--- src/rtl/pa_pkg.sv ---
package pa_pkg;
  typedef enum logic [1:0] {
    MODE_STATIC     = 2'd0,
    MODE_AUTO       = 2'd1,
    MODE_TRAIN      = 2'd2,
    MODE_STATIC_ALT = 2'd3
  } pa_mode_e;
endpackage

--- src/rtl/pa_edge_finder.sv ---
module pa_edge_finder #(
  parameter int NTAPS = 15,
  parameter int TAP_W = $clog2(NTAPS)
) (
  input  logic [NTAPS-1:0] samples,
  output logic             edge_valid,
  output logic [TAP_W-1:0] edge_pos
);
  // lowest transition index wins: scan from the top down
  always_comb begin
    edge_valid = 1'b0;
    edge_pos   = '0;
    for (int i = NTAPS - 2; i >= 0; i--) begin
      if (samples[i] ^ samples[i+1]) begin
        edge_valid = 1'b1;
        edge_pos   = TAP_W'(i);
      end
    end
  end
endmodule

--- src/rtl/pa_tap_target.sv ---
module pa_tap_target #(
  parameter int NTAPS     = 15,
  parameter int TAP_W     = $clog2(NTAPS),
  parameter int HALF_TAPS = 4,
  parameter int WIN_LO    = 4,
  parameter int WIN_HI    = 11,
  parameter int DRIFT     = 3
) (
  input  logic [TAP_W-1:0] edge_pos,
  input  logic             bound_en,
  input  logic [TAP_W-1:0] anchor,
  output logic [TAP_W-1:0] tap
);
  int t, lo, hi;

  always_comb begin
    t = int'(edge_pos) + HALF_TAPS;
    if (t > NTAPS - 1) t = int'(edge_pos) - HALF_TAPS;
    if (t < 0) t = 0;
    lo = WIN_LO;
    hi = WIN_HI;
    if (bound_en) begin
      if (int'(anchor) - DRIFT > lo) lo = int'(anchor) - DRIFT;
      if (int'(anchor) + DRIFT < hi) hi = int'(anchor) + DRIFT;
    end
    if (t < lo) t = lo;
    if (t > hi) t = hi;
    tap = TAP_W'(t);
  end
endmodule

--- src/rtl/pa_lock_tracker.sv ---
module pa_lock_tracker #(
  parameter int TAP_W      = 4,
  parameter int LOCK_EDGES = 16,
  parameter int CNT_W      = $clog2(LOCK_EDGES + 1)
) (
  input  logic             clk,
  input  logic             rst,
  input  logic             clear,
  input  logic             enable,
  input  logic             edge_valid,
  input  logic [TAP_W-1:0] edge_pos,
  input  logic [TAP_W-1:0] new_tap,
  output logic             locked,
  output logic [TAP_W-1:0] anchor
);
  localparam logic [CNT_W-1:0] CNT_MAX = CNT_W'(LOCK_EDGES);

  logic             have_ref;
  logic [TAP_W-1:0] ref_pos;
  logic [CNT_W-1:0] cnt, cnt_nxt;
  logic             near;

  always_comb begin
    near = have_ref &&
           ((edge_pos >= ref_pos) ? (edge_pos - ref_pos <= TAP_W'(1))
                                  : (ref_pos - edge_pos <= TAP_W'(1)));
    if (!near)               cnt_nxt = CNT_W'(1);
    else if (cnt < CNT_MAX)  cnt_nxt = cnt + CNT_W'(1);
    else                     cnt_nxt = cnt;
  end

  always_ff @(posedge clk) begin
    if (rst || clear) begin
      have_ref <= 1'b0;
      ref_pos  <= '0;
      cnt      <= '0;
      locked   <= 1'b0;
      anchor   <= '0;
    end else if (enable && edge_valid) begin
      have_ref <= 1'b1;
      ref_pos  <= edge_pos;
      cnt      <= cnt_nxt;
      if (!locked && cnt_nxt == CNT_MAX) begin
        locked <= 1'b1;
        anchor <= new_tap;
      end
    end
  end
endmodule

--- src/rtl/serial_phase_aligner.sv ---
module serial_phase_aligner #(
  parameter int NTAPS      = 15,
  parameter int HALF_TAPS  = 4,
  parameter int WIN_LO     = 4,
  parameter int WIN_HI     = 11,
  parameter int DRIFT      = 3,
  parameter int LOCK_EDGES = 16,
  localparam int TAP_W     = $clog2(NTAPS)
) (
  input  logic             clk,
  input  logic             rst,
  input  logic [NTAPS-1:0] samples,
  input  logic [1:0]       mode,
  input  logic [TAP_W-1:0] static_tap,
  input  logic             train,
  output logic             data_out,
  output logic [TAP_W-1:0] tap_out,
  output logic             locked
);
  import pa_pkg::*;

  localparam logic [TAP_W-1:0] TAP_MAX = TAP_W'(NTAPS - 1);

  pa_mode_e         mode_e, mode_q;
  logic             train_q;
  logic             is_static, tracking, clear;
  logic             edge_valid;
  logic [TAP_W-1:0] edge_pos, target, anchor, tap_q, static_lim;

  assign mode_e    = pa_mode_e'(mode);
  assign is_static = (mode_e == MODE_STATIC) || (mode_e == MODE_STATIC_ALT);
  assign tracking  = (mode_e == MODE_AUTO) || (mode_e == MODE_TRAIN && train);
  assign clear     = is_static || (mode_e != mode_q) ||
                     (mode_e == MODE_TRAIN && train && !train_q);
  assign static_lim = (static_tap > TAP_MAX) ? TAP_MAX : static_tap;

  pa_edge_finder #(.NTAPS(NTAPS), .TAP_W(TAP_W)) u_edge (
    .samples    (samples),
    .edge_valid (edge_valid),
    .edge_pos   (edge_pos)
  );

  pa_tap_target #(
    .NTAPS(NTAPS), .TAP_W(TAP_W), .HALF_TAPS(HALF_TAPS),
    .WIN_LO(WIN_LO), .WIN_HI(WIN_HI), .DRIFT(DRIFT)
  ) u_target (
    .edge_pos (edge_pos),
    .bound_en (locked && !clear),
    .anchor   (anchor),
    .tap      (target)
  );

  pa_lock_tracker #(.TAP_W(TAP_W), .LOCK_EDGES(LOCK_EDGES)) u_lock (
    .clk        (clk),
    .rst        (rst),
    .clear      (clear),
    .enable     (tracking),
    .edge_valid (edge_valid),
    .edge_pos   (edge_pos),
    .new_tap    (target),
    .locked     (locked),
    .anchor     (anchor)
  );

  always_ff @(posedge clk) begin
    if (rst) begin
      mode_q   <= MODE_STATIC;
      train_q  <= 1'b0;
      tap_q    <= '0;
      data_out <= 1'b0;
    end else begin
      mode_q   <= mode_e;
      train_q  <= train;
      data_out <= samples[tap_q];
      if (is_static)                    tap_q <= static_lim;
      else if (tracking && edge_valid)  tap_q <= target;
    end
  end

  assign tap_out = tap_q;
endmodule

--- config.mk ---
export PLATFORM = sky130hd
export DESIGN_NAME = serial_phase_aligner
export DESIGN_NICKNAME = d
export VERILOG_FILES = /design/src/rtl/pa_pkg.sv /design/src/rtl/pa_edge_finder.sv /design/src/rtl/pa_tap_target.sv /design/src/rtl/pa_lock_tracker.sv /design/src/rtl/serial_phase_aligner.sv
export SDC_FILE = /design/constraint.sdc
export NUM_CORES = 1
export LEC_CHECK = 0
export ABC_AREA = 1
export ABC_CLOCK_PERIOD_IN_PS = 6850
export BUFFER_PORTS_ARGS = -buffer_cell sky130_fd_sc_hd__buf_2
export CORE_UTILIZATION = 40
export CTS_CLUSTER_SIZE = 16
export DETAILED_ROUTE_END_ITERATION = 10
export GPL_TIMING_DRIVEN = 0
export PLACE_DENSITY = 0.61
export RECOVER_POWER = 100
export SLEW_MARGIN = 40
export SYNTH_ARGS = -nofsm -noshare
export SYNTH_HDL_FRONTEND = slang
export SYNTH_SLANG_ARGS = --single-unit
--- constraint.sdc ---
create_clock -name clk -period 6.85 [get_ports clk]
set_input_delay 1.0275 -clock clk [delete_from_list [all_inputs] [get_ports clk]]
set_output_delay 1.0275 -clock clk [all_outputs]
set_load 0.05 [all_outputs]
==> After elaboration in Yosys (flattened, before gate mapping) <==
Cells that the tools add are included.
{ "classes": {"add_sub_neg": 7, "mul": 0, "div": 0, "order_cmp": 12, "eq_ne": 5, "shift": 0, "muxes": 44, "bitwise_logic": 14, "reduce_logical": 17} }
{ "op_table": {"columns": ["cell", "count"], "rows": [
  ["$mux 32", 7],
  ["$mux 4", 18],
  ["$gt 32x32->1", 1],
  ["$gt 32x4->1 const B", 1],
  ["$gt 32x5->1 const B", 1],
  ["$lt 32x1->1 const B", 1],
  ["$lt 32x32->1", 1],
  ["$lt 32x5->1 const B", 1],
  ["$mux 1", 16],
  ["$xor 1x1->1", 14],
  ["$mux 5", 2],
  ["$le 4x1->1 const B", 2],
  ["$sub 4x4->4", 2],
  ["$logic_and 1x1->1", 6],
  ["$add 4x2->5 const B", 1],
  ["$add 4x3->5 const B", 1],
  ["$add 5x1->5 const B", 1],
  ["$eq 5x5->1 const B", 1],
  ["$logic_or 1x1->1", 5],
  ["$lt 4x5->1 const B", 1],
  ["$lt 5x5->1 const B", 1],
  ["$sub 4x2->5 const B", 1],
  ["$sub 4x3->5 const B", 1],
  ["$bmux 1 s4", 1],
  ["other kinds (9)", 12]
]} }
{ "word_totals": {"ff_bits": 23, "latchBits": 0, "mem_bits_rw": 0, "rom_bits": 0, "inputBits": 24, "word_cells": 108, "mem_count": 0} }

==> Logic depth before layout (Yosys ltp) <==
{ "depth": {"ltp_word": 26, "mapped_depth": 39} }

==> Cells and area by module <==
From an unflattened synthesis, not the netlist that was laid out.
{ "hier_totals": {"cells_unflattened": 404, "hier_area_um2": 2560.0} }
{ "by_module_without_submodules": {"columns": ["module", "instances", "cells_each", "area_per_inst_um2", "seq_area_each_um2"], "rows": [
  ["pa_lock_tracker", 1, 137, 1018.5, 300.3],
  ["pa_tap_target", 1, 118, 664.4, 0.0],
  ["serial_phase_aligner", 1, 96, 598.1, 160.2],
  ["pa_edge_finder", 1, 53, 279.0, 0.0]
]} }

==> Least setup slack after synthesis <==
No wires, ideal clock.
{ "synth_path": {"path_kind": "input -> register", "startpoint": "in samples[3]", "endpoint": "reg tap_q[3], in the netlist tap_out[3]", "setup_time_ps": 66, "arrival_ps": 4675, "setup_slack_ps": 2109, "cell_stages": 25, "path_buffers": 0, "path_cell_list": "xnor2_1 > nand2_1 > nor2_1 > nand2_1 > nor2_1 > ha_1 > inv_1 > nor2_2 > nand3_1 > nand2_2 > mux2_2 > ha_1 > a21oi_1 > nand2_4 > nand2_2 > nand2_1 > ha_1 > a21oi_1 > o21ai_0 > a21o_1 > nand2_1 > inv_1 > nand2_1 > nand3_1 > a21oi_2"} }
{ "synth_between": {"elab_chain_len": 16} }
{ "synth_lines": {"columns": ["element", "line", "text"], "rows": [
  ["from (decl)", "serial_phase_aligner.sv:12", "input logic [NTAPS-1:0] samples,"],
  ["$xor 1x1->1", "pa_edge_finder.sv:14", "if (samples[i] ^ samples[i+1]) begin"],
  ["$mux 4", "pa_edge_finder.sv:14", null],
  ["$mux 4 * (3 in a row)", "pa_edge_finder.sv:14", null],
  ["via edge_pos[3]", "serial_phase_aligner.sv:28", "logic [TAP_W-1:0] edge_pos, target, anchor, tap_q, static_lim;"],
  ["$add 4x3->5", "pa_tap_target.sv:17", "t = int'(edge_pos) + HALF_TAPS;"],
  ["$gt 32x5->1", "pa_tap_target.sv:18", "if (t > NTAPS - 1) t = int'(edge_pos) - HALF_TAPS;"],
  ["$mux 32 *", "pa_tap_target.sv:18", null],
  ["$lt 32x1->1", "pa_tap_target.sv:19", "if (t < 0) t = 0;"],
  ["$mux 32 *", "pa_tap_target.sv:19", null],
  ["$lt 32x32->1", "pa_tap_target.sv:26", "if (t < lo) t = lo;"],
  ["$mux 32 *", "pa_tap_target.sv:26", null],
  ["$gt 32x32->1", "pa_tap_target.sv:27", "if (t > hi) t = hi;"],
  ["$mux 4 *", "pa_tap_target.sv:27", null],
  ["$mux 4 *", "serial_phase_aligner.sv:76", "else if (tracking && edge_valid) tap_q <= target;"],
  ["$mux 4 *", "serial_phase_aligner.sv:75", "if (is_static) tap_q <= static_lim;"],
  ["to (signal assigned)", "serial_phase_aligner.sv:75", null],
  ["to (signal assigned)", "serial_phase_aligner.sv:76", null],
  ["to (decl)", "serial_phase_aligner.sv:28", null]
]} }
Mark *: on every way through the listed nets, which the timed path passes. The rest lies on a longest branch. The select of a mux whose other input is x is not followed.
A chain may end at the register's enable or synchronous reset.

==> Final worst setup path <==
{ "layout_path": {"startpoint": "in samples[9]", "endpoint": "reg tap_q[0], in the netlist tap_out[0]"} }
{ "layout_between": {"elab_chain_len": 22} }
{ "layout_lines": {"columns": ["element", "line"], "rows": [
  ["$xor 1x1->1", "pa_edge_finder.sv:14"],
  ["$mux 4 (10 in a row)", "pa_edge_finder.sv:14"],
  ["$add 4x3->5", "pa_tap_target.sv:17"],
  ["$gt 32x5->1", "pa_tap_target.sv:18"],
  ["$mux 32", "pa_tap_target.sv:18"],
  ["$lt 32x1->1", "pa_tap_target.sv:19"],
  ["$mux 32", "pa_tap_target.sv:19"],
  ["$lt 32x32->1", "pa_tap_target.sv:26"],
  ["$mux 32", "pa_tap_target.sv:26"],
  ["$gt 32x32->1", "pa_tap_target.sv:27"],
  ["$mux 4", "pa_tap_target.sv:27"],
  ["$mux 4", "serial_phase_aligner.sv:76"],
  ["$mux 4", "serial_phase_aligner.sv:75"]
]} }
Parallel ways exist; a longest one is shown, timed or not. The select of a mux whose other input is x is not followed.

==> results.yml <==
run_status:
  status: "finished, final reports clean"
clocking:
  cts_tree: "yes"
  cts_setup_buffers: 0
  clockBufferDepth: 2
  ctsHtreeMaxLevel: 1
  clkTransAtPathRegs_ps: 90
  clkLatencyLatePin_ps: 270
  numCtsBuffers: 3
  cts-root-buf: "clkbuf_8"
  clock-sinks: 23
  cts_hold_buffers: 0
  post_cts_resized: 0
flow_run:
  maxCapViolCount: 0
detailed_routing:
  drc: 0
  dr.pass1.iters: 4
  wl_um: 5372
  wl_per_cell_um: 11.70
  viasPerCell: 4.954
  routed-via-count: 2274
  first_iter_violations: 104
  ant_nets: 0
finish:
  nets: 438
  syn_to_final_growth_pct: 10.56
  diodes: 0
  fin_cells: 459
  fin_area_sq_um: 2606
  drive_above_1_share_pct: 12.40
  utilization_pct: 46.47
synth:
  avgSynthCellArea_sq_um: 6.640
  syn_nets: 405
  ys_types: 47
  ys_top_cells_by_area: "dfxtp_1 20%, ha_1 13%, nand2_1 11%, inv_1 8.3%, a21oi_1 6.2%"
  post-synth-top-count-cell: "nand2_1"
  synth_top_area_share_pct: 19.53
  synthCells: 355
  ys_warn_count: 0
  synth-edff-count: 0
  async_flop_share_pct: 0
  syn_area_sq_um: 2357
  ys_seq_elements: 23
  ys.flop_type: "dfxtp_1"
  seq_area_frac_synth_pct: 19.53
  synth_top_area_cell: "dfxtp_1"
  synth_common_cells: "71 x nand2_1, 52 x inv_1, 29 x a21oi_1"
floorplanning:
  rows: 27
  core_sq_um: 5608
  fp.dieH_um: 78.77
  die_w_um: 78.77
  fp.dieArea_sq_um: 6204
  io_pins: 30
  initial_core_util_pct: 42.03
power_and_ir_drop:
  pwr-share-comb_pct: 36.4
  powerDensity_nw_per_um2: 139.9
  p_sw_share_pct: 38.16
  p_total_uw: 364.5
  p_sw_uw: 139.1
  leakagePower_nw: 1.245
  ir_drop_v: 0.0001149
  seqPwrFrac_pct: 38.9
  clockPowerShare_pct: 24.7
  intPower_uw: 225.4
timing:
  fin_setup_tns_ps: 0
  rsz0062_at_grt: "no"
  finalWorstSetupSlack_ps: 1592
  post-route-period-util_pct: 76.76
  min_period_ps: 5258
  report.final.slew_viol_count: 0
  max_slew.worst_pin.slew_ps: 594.8
  relSlewSlack_pct: 60.52
  clock.fmax_mhz: 190.2
  skew_ps: 4.023
  hold_violations: 0
  setup_viol: 0
  holdWs_ps: 475.0
critical_path:
  start_kind: "input port"
  crit_type: "in -> reg"
  crit_top_cell: "nand2_1"
  required_ps: 7050
  rr_worst_depth: 18
  slowest_stage: "a21oi_1"
  end_kind: "flop"
  critPathMaxStageDelay_ps: 460
  cp.arrival_ps: 5460
  critPathMaxFanout: 6
global_routing:
  grt-ovfl-total: 0
  grt_use_total_pct: 17.99
  grt_max_degree: 15
  grt_first_pass_wirelength_um: 9052
  antenna_found_initial: 0
  first_global_vias: 2068
worst_hold_path:
  hold_class: "reg -> reg"
  hold_depth: 2
place:
  gp_congestion: 0.8986
  dpl.cell_count: 455
  place_ws_ps: 1394
  io_buffers: 28
  placed_area_sq_um: 2587
  dp_hpwl_um: 4452
power by group through the flow:
| stage | registers [mW] | clock network [mW] | logic [mW] |
|---|---|---|---|
| 2_1_floorplan | 0.155 | 0 | 0.0893 |
| 3_3_place_gp | 0.145 | 0 | 0.133 |
| 3_5_place_dp | 0.145 | 0 | 0.135 |
| 4_1_cts | 0.141 | 0.0936 | 0.135 |
| 5_1_grt | 0.142 | 0.0991 | 0.150 |
| 6_report | 0.142 | 0.0901 | 0.133 |
critical path: cells and delay by family:
family	cells	cell delay [ps]
AO/OA/AOI/OAI	6	1320
XOR/XNOR	1	260
adder cells (fa/ha/maj)	3	890
buffers and inverters	3	310
multiplexers	1	360
AND/OR/NAND/NOR	11	1290
logic make-up (layout without fill, tap and decap cells):
group | after synthesis | count (layout) | share of synthesized area, %
multiplexers | 1 | 1 | 0.4777
buffers and inverters | 65 | 97 | 10.93
flip-flops | 23 | 23 | 19.53
adder cells (fa/ha/maj) | 26 | 26 | 14.44
AO/OA/AOI/OAI | 68 | 68 | 16.56
XOR/XNOR | 22 | 22 | 8.174
AND/OR/NAND/NOR | 148 | 148 | 29.57
other | 2 | 2 | 0.3186
layout by cell type, fill, tap and decap left out, types with 9 or more instances in the layout:
master    instances
clkbuf_1         13
xnor2_1          13
nand2_1          73
dfxtp_1          23
o21ai_0          20
nand3_1          18
nor2_1           28
inv_1            53
a21oi_1          29
buf_2            19
ha_1             24
xor2_1            9
layer usage:
metal | track usage (%) | wire, um | vias up
li1 | - | - | 1212
met1 | 23.49 | 2673 | 1030
met2 | 32.09 | 2498 | 30
met3 | 2.414 | 184 | 2
met4 | 2.222 | 15 | 0
met5 | 0 | 0 | -
state kept, by name, summed over array words and instances (netlist names):
name and flops:
data_out 1, mode_q 2, tap_out 4, train_q 1, u_lock.anchor 4, u_lock.cnt 5
u_lock.have_ref 1, u_lock.locked 1, u_lock.ref_pos 4
area by class of cell:
type / instances / area, sq um
Buffer: 4 / 15.01
Clock buffer: 3 / 41.29
Clock inverter: 1 / 7.507
Fill cell: 612 / 3002
Inverter: 61 / 231.5
Multi-Input combinational cell: 267 / 1632
Sequential cell: 23 / 460.4
Tap cell: 72 / 90.09
Timing Repair Buffer: 28 / 128.9
final timing paths:
check,slack (ps),start,endpoint
hold / removal,470,u_lock.ref_pos[3],u_lock.ref_pos[3]
setup reg to reg,3180,u_lock.anchor[0],tap_out[0]
setup / recovery,1590,samples[9],tap_out[0]
hold reg to reg,470,u_lock.ref_pos[3],u_lock.ref_pos[3]
Power figures use the tool's default switching activity.
